File: config.mk
export PLATFORM = sky130hd
export DESIGN_NAME = spi_read_tuner
export DESIGN_NICKNAME = d
export VERILOG_FILES = /design/src/rtl/spi_tune_pkg.sv /design/src/rtl/spi_tune_ctrl.sv /design/src/rtl/spi_tune_dp.sv /design/src/rtl/spi_read_tuner.sv
export SDC_FILE = /design/constraint.sdc
export NUM_CORES = 1
export LEC_CHECK = 0
export ABC_AREA = 1
export BUFFER_PORTS_ARGS = -buffer_cell sky130_fd_sc_hd__clkbuf_2
export CORE_MARGIN = 2
export CORE_UTILIZATION = 55
export CTS_BUF_LIST = sky130_fd_sc_hd__clkbuf_4
export DETAILED_ROUTE_END_ITERATION = 7
export GPL_TIMING_DRIVEN = 0
export PLACE_DENSITY_LB_ADDON = 0.25
export SLEW_MARGIN = 10
export SYNTH_ARGS = -nofsm -noshare
export SYNTH_HDL_FRONTEND = slang
export SYNTH_SLANG_ARGS = --single-unit
File: constraint.sdc
create_clock -name clk -period 2.7 [get_ports clk]
set_clock_uncertainty 0.2 [all_clocks]
set_input_delay 0.135 -clock clk [delete_from_list [all_inputs] [get_ports clk]]
set_output_delay 0.135 -clock clk [all_outputs]
set_load 0.02 [all_outputs]
File: src/rtl/spi_tune_pkg.sv
package spi_tune_pkg;

  localparam int NUM_DIV  = 5;   // candidate divisors 1..NUM_DIV
  localparam int MAX_DLY  = 5;   // highest delay count tried
  localparam int FIELD_W  = 4;   // width of one timing field / delay field
  localparam int DLY_BIAS = 8;   // fixed extra input delay flag
  localparam int REF_DIV  = 16;  // divisor used for the reference read
  localparam int IDX_W    = $clog2(NUM_DIV + 1);
  localparam int CNT_W    = $clog2(MAX_DLY + 1);
  localparam int FLOOR_W  = $clog2(NUM_DIV + 2);
  localparam int CTRL_W   = 3 * FIELD_W;

  typedef enum logic [2:0] {
    ST_IDLE, ST_REF_GO, ST_REF_WAIT, ST_PICK, ST_RD_GO, ST_RD_WAIT, ST_FINISH
  } tuneState_t;

  // Strobes and current position handed from control to datapath
  typedef struct packed {
    logic             clearAll;
    logic             takeGolden;
    logic             recordHit;
    logic             refMode;
    logic [IDX_W-1:0] divIdx;
    logic [CNT_W-1:0] dlyCnt;
  } tuneStrobe_t;

  // Divider encoding: odd divisors carry bit 3, the rest is (16-n)/2
  function automatic logic [FIELD_W-1:0] divCode(input int n);
    int v;
    v = (REF_DIV - n) >> 1;
    if (n % 2 == 1) v = v | 8;
    return FIELD_W'(v);
  endfunction

endpackage

File: src/rtl/spi_tune_ctrl.sv
module spi_tune_ctrl
  import spi_tune_pkg::*;
#(
  parameter int NDIV = NUM_DIV,
  parameter int MDLY = MAX_DLY
) (
  input  logic               clk,
  input  logic               rstN,
  input  logic               startCal,
  input  logic [FLOOR_W-1:0] divFloor,
  input  logic               engDone,
  input  logic               sumMatch,
  output tuneStrobe_t        stb,
  output logic               engStart,
  output logic               calDone
);

  tuneState_t       state;
  logic [IDX_W-1:0] divIdx;
  logic [CNT_W-1:0] dlyCnt;
  logic             lastDiv;
  logic             overCeiling;

  assign lastDiv     = (int'(divIdx) == NDIV - 1);
  assign overCeiling = (NDIV - int'(divIdx)) < int'(divFloor);

  always_comb begin
    stb            = '0;
    stb.divIdx     = divIdx;
    stb.dlyCnt     = dlyCnt;
    stb.refMode    = (state == ST_REF_GO) || (state == ST_REF_WAIT);
    stb.clearAll   = (state == ST_IDLE) && startCal;
    stb.takeGolden = (state == ST_REF_WAIT) && engDone;
    stb.recordHit  = (state == ST_RD_WAIT) && engDone && sumMatch;
  end

  assign engStart = (state == ST_REF_GO) || (state == ST_RD_GO);
  assign calDone  = (state == ST_FINISH);

  always_ff @(posedge clk) begin
    if (!rstN) begin
      state  <= ST_IDLE;
      divIdx <= '0;
      dlyCnt <= '0;
    end else begin
      unique case (state)
        ST_IDLE:     if (startCal) state <= ST_REF_GO;
        ST_REF_GO:   state <= ST_REF_WAIT;
        ST_REF_WAIT: if (engDone) begin
                       divIdx <= '0;
                       state  <= ST_PICK;
                     end
        ST_PICK: begin
          if (overCeiling) begin
            if (lastDiv) state <= ST_FINISH;
            else begin
              divIdx <= divIdx + 1'b1;
              state  <= ST_PICK;
            end
          end else begin
            dlyCnt <= '0;
            state  <= ST_RD_GO;
          end
        end
        ST_RD_GO:    state <= ST_RD_WAIT;
        ST_RD_WAIT: if (engDone) begin
          if (sumMatch || int'(dlyCnt) == MDLY) begin
            if (lastDiv) state <= ST_FINISH;
            else begin
              divIdx <= divIdx + 1'b1;
              state  <= ST_PICK;
            end
          end else begin
            dlyCnt <= dlyCnt + 1'b1;
            state  <= ST_RD_GO;
          end
        end
        ST_FINISH:   state <= ST_IDLE;
        default:     state <= ST_IDLE;
      endcase
    end
  end

endmodule

File: src/rtl/spi_tune_dp.sv
module spi_tune_dp
  import spi_tune_pkg::*;
#(
  parameter int SUM_W    = 32,
  parameter int TIMING_W = 32,
  parameter int NDIV     = NUM_DIV
) (
  input  logic                clk,
  input  logic                rstN,
  input  tuneStrobe_t         stb,
  input  logic [SUM_W-1:0]    engSum,
  output logic                sumMatch,
  output logic [CTRL_W-1:0]   engCtrl,
  output logic [TIMING_W-1:0] timingWord,
  output logic [NDIV-1:0]     passMask
);

  localparam int USED_W = NDIV * FIELD_W;

  logic [SUM_W-1:0]   golden;
  logic [FIELD_W-1:0] codeNow;
  logic [FIELD_W-1:0] delayNow;

  assign sumMatch = (engSum == golden);
  assign codeNow  = stb.refMode ? divCode(REF_DIV) : divCode(NDIV - int'(stb.divIdx));
  assign delayNow = stb.refMode ? '0 : (FIELD_W'(stb.dlyCnt) | FIELD_W'(DLY_BIAS));
  assign engCtrl  = {delayNow, codeNow, {FIELD_W{1'b0}}};

  always_ff @(posedge clk) begin
    if (!rstN)               golden <= '0;
    else if (stb.takeGolden) golden <= engSum;
  end

  for (genvar k = 0; k < NDIV; k++) begin : g_field
    // field k belongs to divide-by-(k+1)
    logic hitHere;
    assign hitHere = stb.recordHit && (int'(stb.divIdx) == NDIV - 1 - k);
    always_ff @(posedge clk) begin
      if (!rstN || stb.clearAll) begin
        timingWord[k*FIELD_W +: FIELD_W] <= '0;
        passMask[k]                      <= 1'b0;
      end else if (hitHere) begin
        timingWord[k*FIELD_W +: FIELD_W] <= delayNow;
        passMask[k]                      <= 1'b1;
      end
    end
  end

  if (TIMING_W > USED_W) begin : g_pad
    assign timingWord[TIMING_W-1:USED_W] = '0;
  end

endmodule

File: src/rtl/spi_read_tuner.sv
module spi_read_tuner
  import spi_tune_pkg::*;
#(
  parameter int SUM_W    = 32,
  parameter int TIMING_W = 32
) (
  input  logic                clk,
  input  logic                rstN,
  input  logic                startCal,
  input  logic [FLOOR_W-1:0]  divFloor,
  output logic                engStart,
  output logic [CTRL_W-1:0]   engCtrl,
  input  logic                engDone,
  input  logic [SUM_W-1:0]    engSum,
  output logic                calDone,
  output logic [TIMING_W-1:0] timingWord,
  output logic [NUM_DIV-1:0]  passMask
);

  tuneStrobe_t stb;
  logic        sumMatch;

  spi_tune_ctrl #(.NDIV(NUM_DIV), .MDLY(MAX_DLY)) u_ctrl (
    .clk(clk), .rstN(rstN), .startCal(startCal), .divFloor(divFloor),
    .engDone(engDone), .sumMatch(sumMatch), .stb(stb),
    .engStart(engStart), .calDone(calDone)
  );

  spi_tune_dp #(.SUM_W(SUM_W), .TIMING_W(TIMING_W), .NDIV(NUM_DIV)) u_dp (
    .clk(clk), .rstN(rstN), .stb(stb), .engSum(engSum),
    .sumMatch(sumMatch), .engCtrl(engCtrl),
    .timingWord(timingWord), .passMask(passMask)
  );

endmodule

== Word level (Yosys, flattened, before mapping) ==
Cells that the tools add are included.
W data, S select, Z words.

* Register bits after elaboration: 66
* Latch bits: 0
* Bits in writable memories: 0
* ROM bits: 0
* Input port bits: 39
* Output and inout bits: 51
* Logic and storage cells: 81
* Memories: 0

* Add/sub/neg operators: 4
* Multiply operators: 0
* Divide/modulo/power cells: 0
* $lt $le $gt $ge: 1
* Equality and inequality tests: 20
* Shifts and indexed selects: 0
* Multiplexer cells: 20
* Bitwise operators: 1
* Reductions and logical operators: 21

{| class="wikitable"
|+ Operator list
! kind !! number
|-
| $mux W3 || 14
|-
| $eq A32 B32 Y1 || 1
|-
| $eq A3 B3 Y1 const B || 7
|-
| $pmux W3 S6 || 1
|-
| $mux W4 || 3
|-
| $ne A2 B2 Y1 const B || 6
|-
| $eq A3 B2 Y1 const B || 3
|-
| $logic_and A1 B1 Y1 || 9
|-
| $pmux W3 S3 || 1
|-
| $add A3 B1 Y3 const B || 2
|-
| $logic_not A3 Y1 || 2
|-
| $pmux W3 S2 || 1
|-
| $reduce_and A5 Y1 || 1
|-
| $sub A5 B4 Y5 const A || 1
|-
| $logic_or A1 B1 Y1 || 4
|-
| $lt A4 B4 Y1 || 1
|-
| $reduce_and A4 Y1 || 1
|-
| $sub A3 B3 Y4 const A || 1
|-
| $eq A3 B1 Y1 const B || 1
|-
| $reduce_and A3 Y1 || 1
|-
| $reduce_bool A3 Y1 || 1
|-
| $eq A2 B2 Y1 const B || 1
|-
| $ne A2 B1 Y1 const B || 1
|-
| $reduce_bool A2 Y1 || 1
|-
| 2 further kinds || 2
|}

== Depth between registers and ports, before layout ==
Gate-level depths: netlist (run 1).

* Depth in word-level cells: 5
* Gate-level depth with buffers: 14
* Depth with buffers taken out: 14

== Cells and area by module ==
From an unflattened synthesis (run 1), not the netlist that was laid out.

* Cells, all modules: 556
* Area, all modules: 3679.8 µm²

{| class="wikitable"
|+ Modules (own cells, without submodules)
! module !! times used !! cells an instance !! area each (µm²) !! seq. area each (µm²)
|-
| spi_tune_dp || 1 || 434 || 2902.8 || 1141.1
|-
| spi_tune_ctrl || 1 || 122 || 777.0 || 180.2
|}

== Worst setup path after synthesis (run 1) ==
Ideal clock, no wire load.

* Path kind: register -> register
* From: register u_ctrl.divIdx[1]
* To: register u_ctrl.dlyCnt[2]
* Setup time: 0.132 ns
* Data arrival time: 1.844 ns
* Required time: 2.368 ns
* Setup slack: 0.524 ns
* Cell stages (with the launch flop): 11
* Path buffers: 0
* Clock period less this slack: 2.176 ns
* Cells stage by stage: dfxtp_1 > inv_1 > ha_1 > ha_1 > inv_1 > o21ai_0 > nand3_1 > a21oi_2 > nand2_1 > nand2_1 > a21oi_1

* Longest elaborated chain between the ends: 4

{| class="wikitable"
|+ RTL lines
! item !! line !! RTL
|-
| start: declaration || spi_tune_ctrl.sv:19 || <nowiki>logic [IDX_W-1:0] divIdx;</nowiki>
|-
| start signal: assignment || spi_tune_ctrl.sv:57 || <nowiki>divIdx <= divIdx + 1'b1;</nowiki>
|-
| start signal: assignment || spi_tune_ctrl.sv:70 || <nowiki>divIdx <= divIdx + 1'b1;</nowiki>
|-
| $sub A3 B3 Y4 || spi_tune_ctrl.sv:25 || <nowiki>assign overCeiling = (NDIV - int'(divIdx)) < int'(divFloor);</nowiki>
|-
| $lt A4 B4 Y1 || spi_tune_ctrl.sv:25 ||
|-
| $ne A2 B2 Y1 (no source line) || - ||
|-
| $reduce_and A4 Y1 (no source line) || - ||
|-
| end signal: assignment || spi_tune_ctrl.sv:74 || <nowiki>dlyCnt <= dlyCnt + 1'b1;</nowiki>
|-
| end: declaration || spi_tune_ctrl.sv:20 || <nowiki>logic [CNT_W-1:0] dlyCnt;</nowiki>
|}

No other way between the ends.
A chain may end at the register's enable or synchronous reset.

== Worst setup path after layout (run 1) ==
* From: register u_ctrl.divIdx[1]
* To: register u_ctrl.dlyCnt[0]

The elaborated chain is that of the path after synthesis.

==> impl_metrics.csv, run 1 <==
group,metric,value,unit
layout,nets,674,
logic_synthesis,syn_avg_cell_area,7.17,um^2
clock_tree,cts.repair.resized,0,
worst_setup_path,crit_type,"reg2reg",
logic_synthesis,synth.distinct_cells,32,
worst_setup_path,regToRegStartpoint,"u_ctrl.divIdx[1]$_SDFFE_PN0P_",
timing,setup-tns-final,0,ns
floorplan,fp.dieH,83.7,um
logic_synthesis,synthCells,488,
worst_setup_path,max_stage_delay,0.51,ns
clock_tree,htreeDepth,3,
route,dr.pass1.iters,4,
floorplan,dieArea,7010,um^2
clock_tree,clock-sinks,66,
logic_synthesis,yosysTopAreaCellShare,0.378,
layout,final_util,0.724,
route,drc,0,
global_route,grt_pass1_vias,3362,
timing,drv_slew,0,
pwr,clkPwrFrac,0.306,
timing,rsz0062_at_grt,"no",
placed_design,place_area,4010,um^2
floorplan,die_width,83.7,um
clock_tree,post_cts_buffers,0,
logic_synthesis,synth_top_area_cell,"dfxtp_1",
logic_synthesis,synth_warnings,0,
timing,min_period,2.43,ns
global_route,grt_usage,0.255,
layout,drive_gt1_frac,0.197,
timing,relSlewSlack,0.631,
timing,period_share,0.900,
placed_design,globalplace.congestion,0.817,
floorplan,start_util,0.560,
pwr,netSwitchingFraction,0.326,
pwr,cellInternalPower,1.47,mW
clock_tree,clockBufferDepth,2,
placed_design,dp_hpwl,5780,um
timing,finalSetupViolations,0,
logic_synthesis,synth_seq_cells,66,
timing,tightest_slew,0.554,ns
route,route.vias.total,3517,
clock_tree,cts-root-buf,"clkbuf_4",
floorplan,ios,90,
worst_setup_path,end_kind,"flip-flop",
hold_path,holdCritPathClass,"in2reg",
clock_tree,cts_tree,"yes",
route,wl,8510,um
pwr,finalPower,2.18,mW
global_route,grt_max_degree,13,
layout,diodes,0,
layout,fin_area,4520,um^2
floorplan,core.rowCount,29,
pwr,p_leak,1.97,nW
status,status,"completed",
timing,timing.fmax,0.412,GHz
route,vias_per_cell,4.99,
route,postRouteAntennaNets,0,
pwr,peakVddDrop,0.000347,V
clock_tree,clkTransAtPathRegs,0.11,ns
pwr,pwr-share-seq,0.477,
global_route,grt_pass1_wl,14700,um
global_route,antenna_found_initial,0,
logic_synthesis,ys_top_cells_by_area,"dfxtp_1 (38%), nand2_1 (12%), a21oi_1 (8.4%), xnor2_1 (5.8%), inv_1 (5.4%)",
placed_design,io_buffer_count,72,
pwr,switching_power,0.712,mW
worst_setup_path,cp_max_fo,7,
worst_setup_path,worstPathRequired,2.80,ns
worst_setup_path,worst_setup_path_start_kind,"flip-flop",
route,dr.first_iter.drc_count,162,
worst_setup_path,crit_path_cell_trace,"inv_1 > ha_1 > ha_1 > inv_1 > o21ai_0 > nand3_1 > a21oi_2 > nand2_1 > nand2_1 > a21oi_1",
worst_setup_path,critPathSlowestCell,"dfxtp_1",
worst_setup_path,cp_data_arrival_time,2.53,ns
global_route,grt-ovfl-total,0,
placed_design,place_ws,0.297,ns
pwr,p_comb_frac,0.217,
floorplan,core_area,6240,um^2
logic_synthesis,ys_seq_area_frac,0.378,
layout,syn2layout_area_growth,29.2,%
hold_path,hold_path_startpoint,"rstN",
pwr,power_density,483,nW/um^2
logic_synthesis,netlist_area,3500,um^2
clock_tree,clkLatencyLatePin,0.43,ns
clock_tree,cts_inserted_buffers,9,
flow_run,cap_violations,0,
timing,worst_slack,0.271,ns
worst_setup_path,crit_start,"u_ctrl.divIdx[1]$_SDFFE_PN0P_",
route,detail_route.wl_per_cell,12.1,um
timing,hold_viol,0,
-- worst max-delay path: cells and delay by family (launching register included) --
kind / cells / cell delay, ns
DFF: 1 / 0.51
buffers and inverters: 2 / 0.17
AOI/OAI and AO/OA: 3 / 0.50
and+or+nand+nor: 3 / 0.36
adders and majority gates: 2 / 0.59
-- layer usage --
| layer | wire, um | global-route usage |
|---|---|---|
| met5 | 0 | 0 |
| met3 | 429 | 0.0574 |
| met4 | 184 | 0.111 |
| met2 | 4220 | 0.440 |
| met1 | 3680 | 0.303 |
-- repair_timing --
action | 4_1_cts | 5_1_grt
endpoints found under the hold margin | 35 | 0
endpoints found under the setup margin | 0 | 0
hold buffers | 37 | 0
-- placed cells by master (no fill, tap or decap), types with 2 or more instances in the layout --
cell and instances:
nand2_1 112, clkbuf_2 72, dfxtp_1 66, a21oi_1 59, inv_1 50, nor2_1 46, dlygate4sd3_1 37, nand3_1 32
xnor2_1 23, o21ai_0 18, buf_4 17, conb_1 16, clkbuf_1 14, nand4_1 12, ha_1 11, clkbuf_4 9
inv_2 6, clkinvlp_4 3, nand2_2 2, xor2_1 2, a21oi_2 2
-- cell type report --
cell class / instances / area (um^2)
clock inverters: 7 / 70.1
fillers: 524 / 1720
well taps: 77 / 96.3
multi-input cells: 347 / 1820
inverters: 57 / 216
repair buffers: 109 / 731
plain buffers: 33 / 199
clock buffers: 9 / 67.6
flip-flops and latches: 66 / 1320
-- path summary, 6_finish.rpt --
kind,slack [ns],cells after the start,end
min,0.06,4,u_ctrl.divIdx[2]$_SDFFE_PN0P_
max reg2reg,0.27,10,u_ctrl.dlyCnt[0]$_SDFFE_PN0P_
min reg2reg,0.26,2,u_dp.passMask[3]$_SDFFE_PP0P_
max,0.27,10,u_ctrl.dlyCnt[0]$_SDFFE_PN0P_
-- power groups by stage --
stage | clock network (mW) | logic (mW) | registers [mW]
global placement | 0 | 0.414 | 1.06
global route | 0.712 | 0.531 | 1.05
finish | 0.669 | 0.473 | 1.04
detailed placement | 0 | 0.425 | 1.06
floorplan | 0 | 0.308 | 1.06
CTS | 0.674 | 0.467 | 1.04
-- registers in the layout, indices dropped and copies added (netlist names) --
name	count
u_ctrl.state	3
u_ctrl.dlyCnt	3
u_dp.timingWord	20
u_dp.passMask	5
u_ctrl.divIdx	3
u_dp.golden	32
-- cells by family after synthesis --
group | count (synthesis) | synth area share
buffers and inverters | 90 | 0.119
xor gates and xnor gates | 25 | 0.0626
AOI/OAI and AO/OA | 82 | 0.124
DFF | 66 | 0.378
other | 1 | 0.00107
and+or+nand+nor | 212 | 0.271
adders and majority gates | 12 | 0.0451
-- metrics by stage --
step                      cells  hold slack [ns]
after CTS                   705           0.0382
after detailed placement    652            0.225
final                       705           0.0551
after floorplan             503           0.0989
after global routing        705           0.0641
after global placement      652            0.215
-- synth_stat cells, drive strengths merged --
| cell | number |
|---|---|
| nand3 | 34 |
| nor2 | 48 |
| a21oi | 61 |
| o2111ai | 1 |
| dfxtp | 66 |
| nand2 | 114 |
| buf | 19 |
| conb | 1 |
| o211ai | 1 |
| clkbuf | 14 |
| nand4 | 13 |
| nor3 | 3 |
| o21a | 1 |
| inv | 57 |
| xnor2 | 23 |
| fa | 1 |
| xor2 | 2 |
| ha | 11 |
| o21ai | 18 |
Note: power is estimated with default switching activity, not from simulation.
==> run 2, diff against run 1 <==
- PLACE_DENSITY_LB_ADDON: 0.25 -> 0.2
==> run 2 against run 1 <==
Critical path depth is the same. Setup slack lost 0.064 ns. Via count grew 0.63%. Total power grew 6.9%. First-iteration DRC count grew 8.6%. Sequential power is essentially flat. Clock power grew 23%. Critical path type unchanged.
==> impl_metrics.csv, run 2 (synthesis gave the netlist of run 1 again) <==
group,metric,value,unit
layout,fin_area,4550,um^2
layout,diodes,0,
clock_tree,post_cts_buffers,0,
floorplan,dieArea,7010,um^2
pwr,peakVddDrop,0.000329,V
floorplan,core.rowCount,29,
timing,finalSetupViolations,0,
route,postRouteAntennaNets,0,
route,wl_met1,3600,um
worst_setup_path,crit_family,"adder cells",
placed_design,io_buffer_count,72,
global_route,grt_pass1_vias,3272,
timing,worst_slack,0.206,ns
layout,reg_top3,"u_dp.golden x32, u_dp.timingWord x20, u_dp.passMask x5",
route,detail_route.wl_per_cell,12.0,um
worst_setup_path,crit_type,"reg2reg",
clock_tree,cts_tree,"yes",
route,route.vias.total,3539,
timing,hold_viol,0,
worst_setup_path,regToRegStartpoint,"u_ctrl.divIdx[1]$_SDFFE_PN0P_",
clock_tree,clkLatencyLatePin,0.41,ns
floorplan,start_util,0.560,
route,wl,8430,um
worst_setup_path,worstPathRequired,2.79,ns
clock_tree,htreeDepth,3,
hold_path,holdCritPathClass,"in2reg",
worst_setup_path,end_kind,"flip-flop",
status,status,"completed",
floorplan,fp.dieH,83.7,um
worst_setup_path,worst_r2r_path_depth,10,
route,dr_wl_met3,497,um
layout,layout_commonest_cell,"nand2_1",
floorplan,core_area,6240,um^2
layout,syn2layout_area_growth,30.2,%
pwr,netSwitchingFraction,0.292,
pwr,pwr-share-seq,0.446,
floorplan,ios,90,
route,drc,0,
pwr,power_density,513,nW/um^2
timing,min_period,2.49,ns
layout,register_area,1320,um^2
layout,regMostFlops,"u_dp.golden",
global_route,grt_pass1_wl,14000,um
layout,multi_input_area,1820,um^2
route,top_layer_used,"met4",
timing,relSlewSlack,0.653,
route,met2_length,4190,um
timing,drv_slew,0,
worst_setup_path,worst_setup_path_start_kind,"flip-flop",
layout,drive_gt1_frac,0.196,
placed_design,place_ws,0.253,ns
hold_path,hold_path_startpoint,"rstN",
worst_setup_path,max_stage_delay,0.51,ns
layout,layout_common_cells,"nand2_1 (112), clkbuf_2 (72), dfxtp_1 (66)",
layout,n_fill_cell,485,
global_route,grt_max_degree,12,
layout,nets,674,
flow_run,cap_violations,0,
timing,setup-tns-final,0,ns
pwr,cellInternalPower,1.65,mW
worst_setup_path,cp_data_arrival_time,2.58,ns
hold_path,hold_end,"u_ctrl.divIdx[2]$_SDFFE_PN0P_",
clock_tree,clockBufferDepth,2,
floorplan,die_width,83.7,um
clock_tree,cts_inserted_buffers,9,
clock_tree,clock-sinks,66,
timing,whs,0.0695,ns
pwr,p_leak,1.99,nW
global_route,grt-ovfl-total,0,
worst_setup_path,crit_path_cell_trace,"inv_1 > ha_1 > ha_1 > inv_1 > o21ai_0 > nand3_1 > a21oi_2 > nand2_1 > nand2_1 > a21oi_1",
timing,rsz0062_at_grt,"no",
pwr,p_comb_frac,0.202,
route,dr.pass1.iters,6,
timing,period_share,0.924,
placed_design,globalplace.congestion,0.792,
timing,timing.fmax,0.401,GHz
clock_tree,clkTransAtPathRegs,0.11,ns
timing,tightest_slew,0.521,ns
placed_design,place_area,4010,um^2
route,vias_per_cell,5.03,
hold_path,hold_depth,4,
worst_setup_path,r2r_end,"u_ctrl.dlyCnt[2]$_SDFFE_PN0P_",
layout,largest_reg_flops,32,
worst_setup_path,r2r_slack,0.21,ns
worst_setup_path,critPathSlowestCell,"dfxtp_1",
global_route,grt_usage,0.244,
pwr,clkPwrFrac,0.352,
global_route,antenna_found_initial,0,
worst_setup_path,cp_max_fo,7,
placed_design,dp_hpwl,5920,um
route,dr.first_iter.drc_count,176,
pwr,switching_power,0.682,mW
worst_setup_path,path_buf_inv,2,
clock_tree,cts-root-buf,"clkbuf_4",
## run 2: cell types whose count changed in the layout (fill, tap and decap cells not counted)
cell	change
clkinvlp_4	-2
clkinv_4	-1
bufinv_16	+2
## run 2: what timing repair did
item | 4_1_cts | 5_1_grt
endpoints found under the setup margin | 0 | 0
resized for setup | 0 | 0
hold endpoints to repair | 35 | 0
hold buffers | 37 | 0
## run 2: layer usage
layer,global-route usage,up-vias
met5,0,-
met2,0.433,131
met4,0.0953,0
met1,0.284,1586
met3,0.0544,20
li1,-,1802
## run 2: cell type report
class | count | share of cell area
clock buffer | 9 | 0.0148
clock inverter | 6 | 0.0234
tap | 77 | 0.0212
sequential | 66 | 0.290
inverter | 57 | 0.0475
timing repair buffer | 109 | 0.160
buffer | 33 | 0.0437
multi-input combinational | 347 | 0.399
## run 2: worst register-to-register path: stages, from the launching register on
cell	delay [ns]
dfxtp_1	0.51
inv_1	0.14
ha_1	0.32
ha_1	0.27
inv_1	0.03
o21ai_0	0.22
nand3_1	0.17
a21oi_2	0.24
nand2_1	0.12
nand2_1	0.08
a21oi_1	0.06
## run 2: power by group through the flow
stage	combinational, mW	clock [mW]	sequential, mW
final	0.473	0.822	1.04
after global routing	0.526	0.871	1.05
after CTS	0.468	0.827	1.04
after detailed placement	0.426	0	1.06
after global placement	0.414	0	1.06
after floorplan	0.308	0	1.06
## run 2: stage by stage
step / power (mW) / util / instances
floorplan: 1.36 / - / 503
global placement: 1.47 / 0.643 / 652
detailed placement: 1.49 / 0.643 / 652
CTS: 2.33 / 0.730 / 704
global route: 2.44 / 0.730 / 704
finish: 2.33 / 0.730 / 704
## run 2: how the worst max path moves through the flow
stage                                       start                       endpoint  cells after the start
floorplan           u_ctrl.divIdx[1]$_SDFFE_PN0P_  u_ctrl.dlyCnt[2]$_SDFFE_PN0P_                     10
global placement    u_ctrl.divIdx[1]$_SDFFE_PN0P_  u_ctrl.dlyCnt[2]$_SDFFE_PN0P_                     10
detailed placement  u_ctrl.divIdx[1]$_SDFFE_PN0P_  u_ctrl.dlyCnt[0]$_SDFFE_PN0P_                     10
CTS                 u_ctrl.divIdx[1]$_SDFFE_PN0P_  u_ctrl.dlyCnt[0]$_SDFFE_PN0P_                     10
global route        u_ctrl.divIdx[1]$_SDFFE_PN0P_  u_ctrl.dlyCnt[0]$_SDFFE_PN0P_                     10
finish              u_ctrl.divIdx[1]$_SDFFE_PN0P_  u_ctrl.dlyCnt[2]$_SDFFE_PN0P_                     10
==> run 3, diff against run 2 <==
- CORE_ASPECT_RATIO: default -> 1.5
- CORE_UTILIZATION: 55 -> 50
- clock period: 2.7 -> 2.2 ns (I/O delays scaled with it)
==> run 3 against run 2 <==
Total power rose by 27%. Non-clock buffer count grew 4. Utilization fell by 4.5 points.
==> impl_metrics.csv, run 3 (synthesis gave the netlist of run 1 again) <==
group,metric,value,unit
layout,largest_reg_flops,32,
clock_tree,clkLatencyLatePin,0.42,ns
timing,period_share,0.976,
pwr,p_leak,2.02,nW
layout,layout_commonest_cell,"nand2_1",
placed_design,place_inst,653,
placed_design,place_area,4010,um^2
timing,finalSetupViolations,0,
route,dr.pass1.iters,4,
route,route.vias.total,3456,
layout,drive_gt1_frac,0.226,
hold_path,hold_path_startpoint,"engDone",
floorplan,fp.dieH,106,um
route,dr.first_iter.drc_count,109,
layout,final_util,0.685,
placed_design,dp_hpwl,6060,um
worst_setup_path,r2r_end,"u_ctrl.dlyCnt[0]$_SDFFE_PN0P_",
flow_run,cap_violations,0,
timing,rsz0062_at_grt,"yes",
timing,setup-tns-final,0,ns
worst_setup_path,cp_max_fo,9,
worst_setup_path,crit_type,"reg2out",
route,postRouteAntennaNets,0,
layout,layout_common_cells,"nand2_1 (111), clkbuf_2 (72), dfxtp_1 (63)",
clock_tree,cts_tree,"yes",
global_route,met3_usage,0.0398,
clock_tree,clkTransAtPathRegs,0.11,ns
layout,regMostFlops,"u_dp.golden",
route,vias_per_cell,4.87,
layout,syn2layout_area_growth,33.2,%
hold_path,holdCritPathClass,"in2reg",
placed_design,globalplace.congestion,0.846,
global_route,grt_pass1_vias,3290,
timing,relSlewSlack,0.639,
global_route,grt_pass1_wl,13900,um
global_route,grt_usage,0.227,
pwr,peakVddDrop,0.000396,V
clock_tree,clock-sinks,66,
worst_setup_path,regToRegStartpoint,"u_ctrl.divIdx[2]$_SDFFE_PN0P_",
global_route,grt_util_met1,0.229,
pwr,power_density,635,nW/um^2
route,drc,0,
floorplan,dieArea,7690,um^2
global_route,busiest_layer,"met2",
timing,hold_viol,0,
layout,fin_cells,710,
worst_setup_path,worst_setup_path_start_kind,"flip-flop",
clock_tree,cts-root-buf,"clkbuf_4",
route,wl,8600,um
global_route,antenna_found_initial,0,
clock_tree,cts_inserted_buffers,9,
timing,tightest_slew,0.541,ns
clock_tree,htreeDepth,3,
timing,timing.fmax,0.466,GHz
hold_path,hold_end,"u_ctrl.state[0]$_SDFFE_PN0P_",
worst_setup_path,end_kind,"primary output",
global_route,grt-ovfl-total,0,
layout,reg_top3,"u_dp.golden x32, u_dp.timingWord x20, u_dp.passMask x5",
floorplan,die_width,72.3,um
layout,diodes,0,
layout,fin_area,4660,um^2
worst_setup_path,cp_data_arrival_time,1.84,ns
floorplan,ios,90,
placed_design,io_buffer_count,72,
status,status,"completed",
worst_setup_path,r2r_slack,0.10,ns
hold_path,hold_depth,4,
floorplan,core.rowCount,37,
worst_setup_path,worstPathRequired,1.89,ns
pwr,finalPower,2.96,mW
floorplan,core_area,6810,um^2
timing,min_period,2.15,ns
global_route,use_met2,0.421,
global_route,grt_max_degree,13,
timing,drv_slew,0,
route,detail_route.wl_per_cell,12.1,um
layout,nets,678,
worst_setup_path,worst_r2r_path_depth,8,
clock_tree,clockBufferDepth,2,
floorplan,start_util,0.514,
-- run 3: cell count changes in the layout (fill, tap and decap cells not counted), sizes merged --
| cell | delta |
|---|---|
| inv | +1 |
| clkinv | -2 |
| buf | +5 |
| clkinvlp | +1 |
-- run 3: worst max-delay path by stage --
stage	start	end	slack, ns
finish	u_ctrl.state[1]$_SDFFE_PN0P_	engCtrl[10]	0.05
global route	u_ctrl.state[1]$_SDFFE_PN0P_	engCtrl[10]	-0.03
CTS	u_ctrl.divIdx[0]$_SDFFE_PN0P_	engCtrl[5]	0.02
detailed placement	u_ctrl.divIdx[1]$_SDFFE_PN0P_	u_ctrl.dlyCnt[2]$_SDFFE_PN0P_	-0.38
global placement	u_ctrl.divIdx[1]$_SDFFE_PN0P_	u_ctrl.dlyCnt[0]$_SDFFE_PN0P_	-0.35
floorplan	u_ctrl.divIdx[1]$_SDFFE_PN0P_	u_ctrl.dlyCnt[2]$_SDFFE_PN0P_	0.02
-- run 3: report_power, final --
part / leakage [nW] / internal, mW / switching, mW
sequential: 0.535 / 1.24 / 0.0396
clock: 0.0932 / 0.592 / 0.472
combinational: 1.40 / 0.247 / 0.373
total: 2.02 / 2.08 / 0.885
-- run 3: cell type report --
cell class | count | area [um^2]
Buffer | 33 | 200
Fill cell | 581 | 2150
Clock buffer | 10 | 75.1
Sequential cell | 66 | 1330
Timing Repair Buffer | 113 | 763
Inverter | 57 | 216
Multi-Input combinational cell | 347 | 1860
Clock inverter | 6 | 114
Tap cell | 78 | 97.6
-- run 3: routing by layer --
layer  wire, um  part of all wire  up-vias
met4        308             0.036        0
met3        324             0.038       29
met5          0                 0        -
li1           -                 -     1805
met1       3320              0.39     1526
met2       4640              0.54       96
-- run 3: critical path: stages (launching register included) --
cell and delay, ns:
dfxtp_1 0.46, inv_1 0.12, nand3_1 0.14, nand2_2 0.17, nor2_2 0.30, clkbuf_2 0.23
-- run 3: through the flow --
stage | worst slack (ns) | hold slack (ns)
global placement | -0.348 | 0.189
CTS | 0.0237 | 0.107
finish | 0.0525 | 0.142
global route | -0.0280 | 0.160
floorplan | 0.0241 | 0.0739
detailed placement | -0.379 | 0.196
-- run 3: repair_timing --
action | CTS | global route
hold buffers | 37 | 0
endpoints found under the hold margin | 36 | 0
endpoints found under the setup margin | 14 | 11
pin swaps | 1 | 5
resized for setup | 11 | 10
setup buffers | 1 | 3
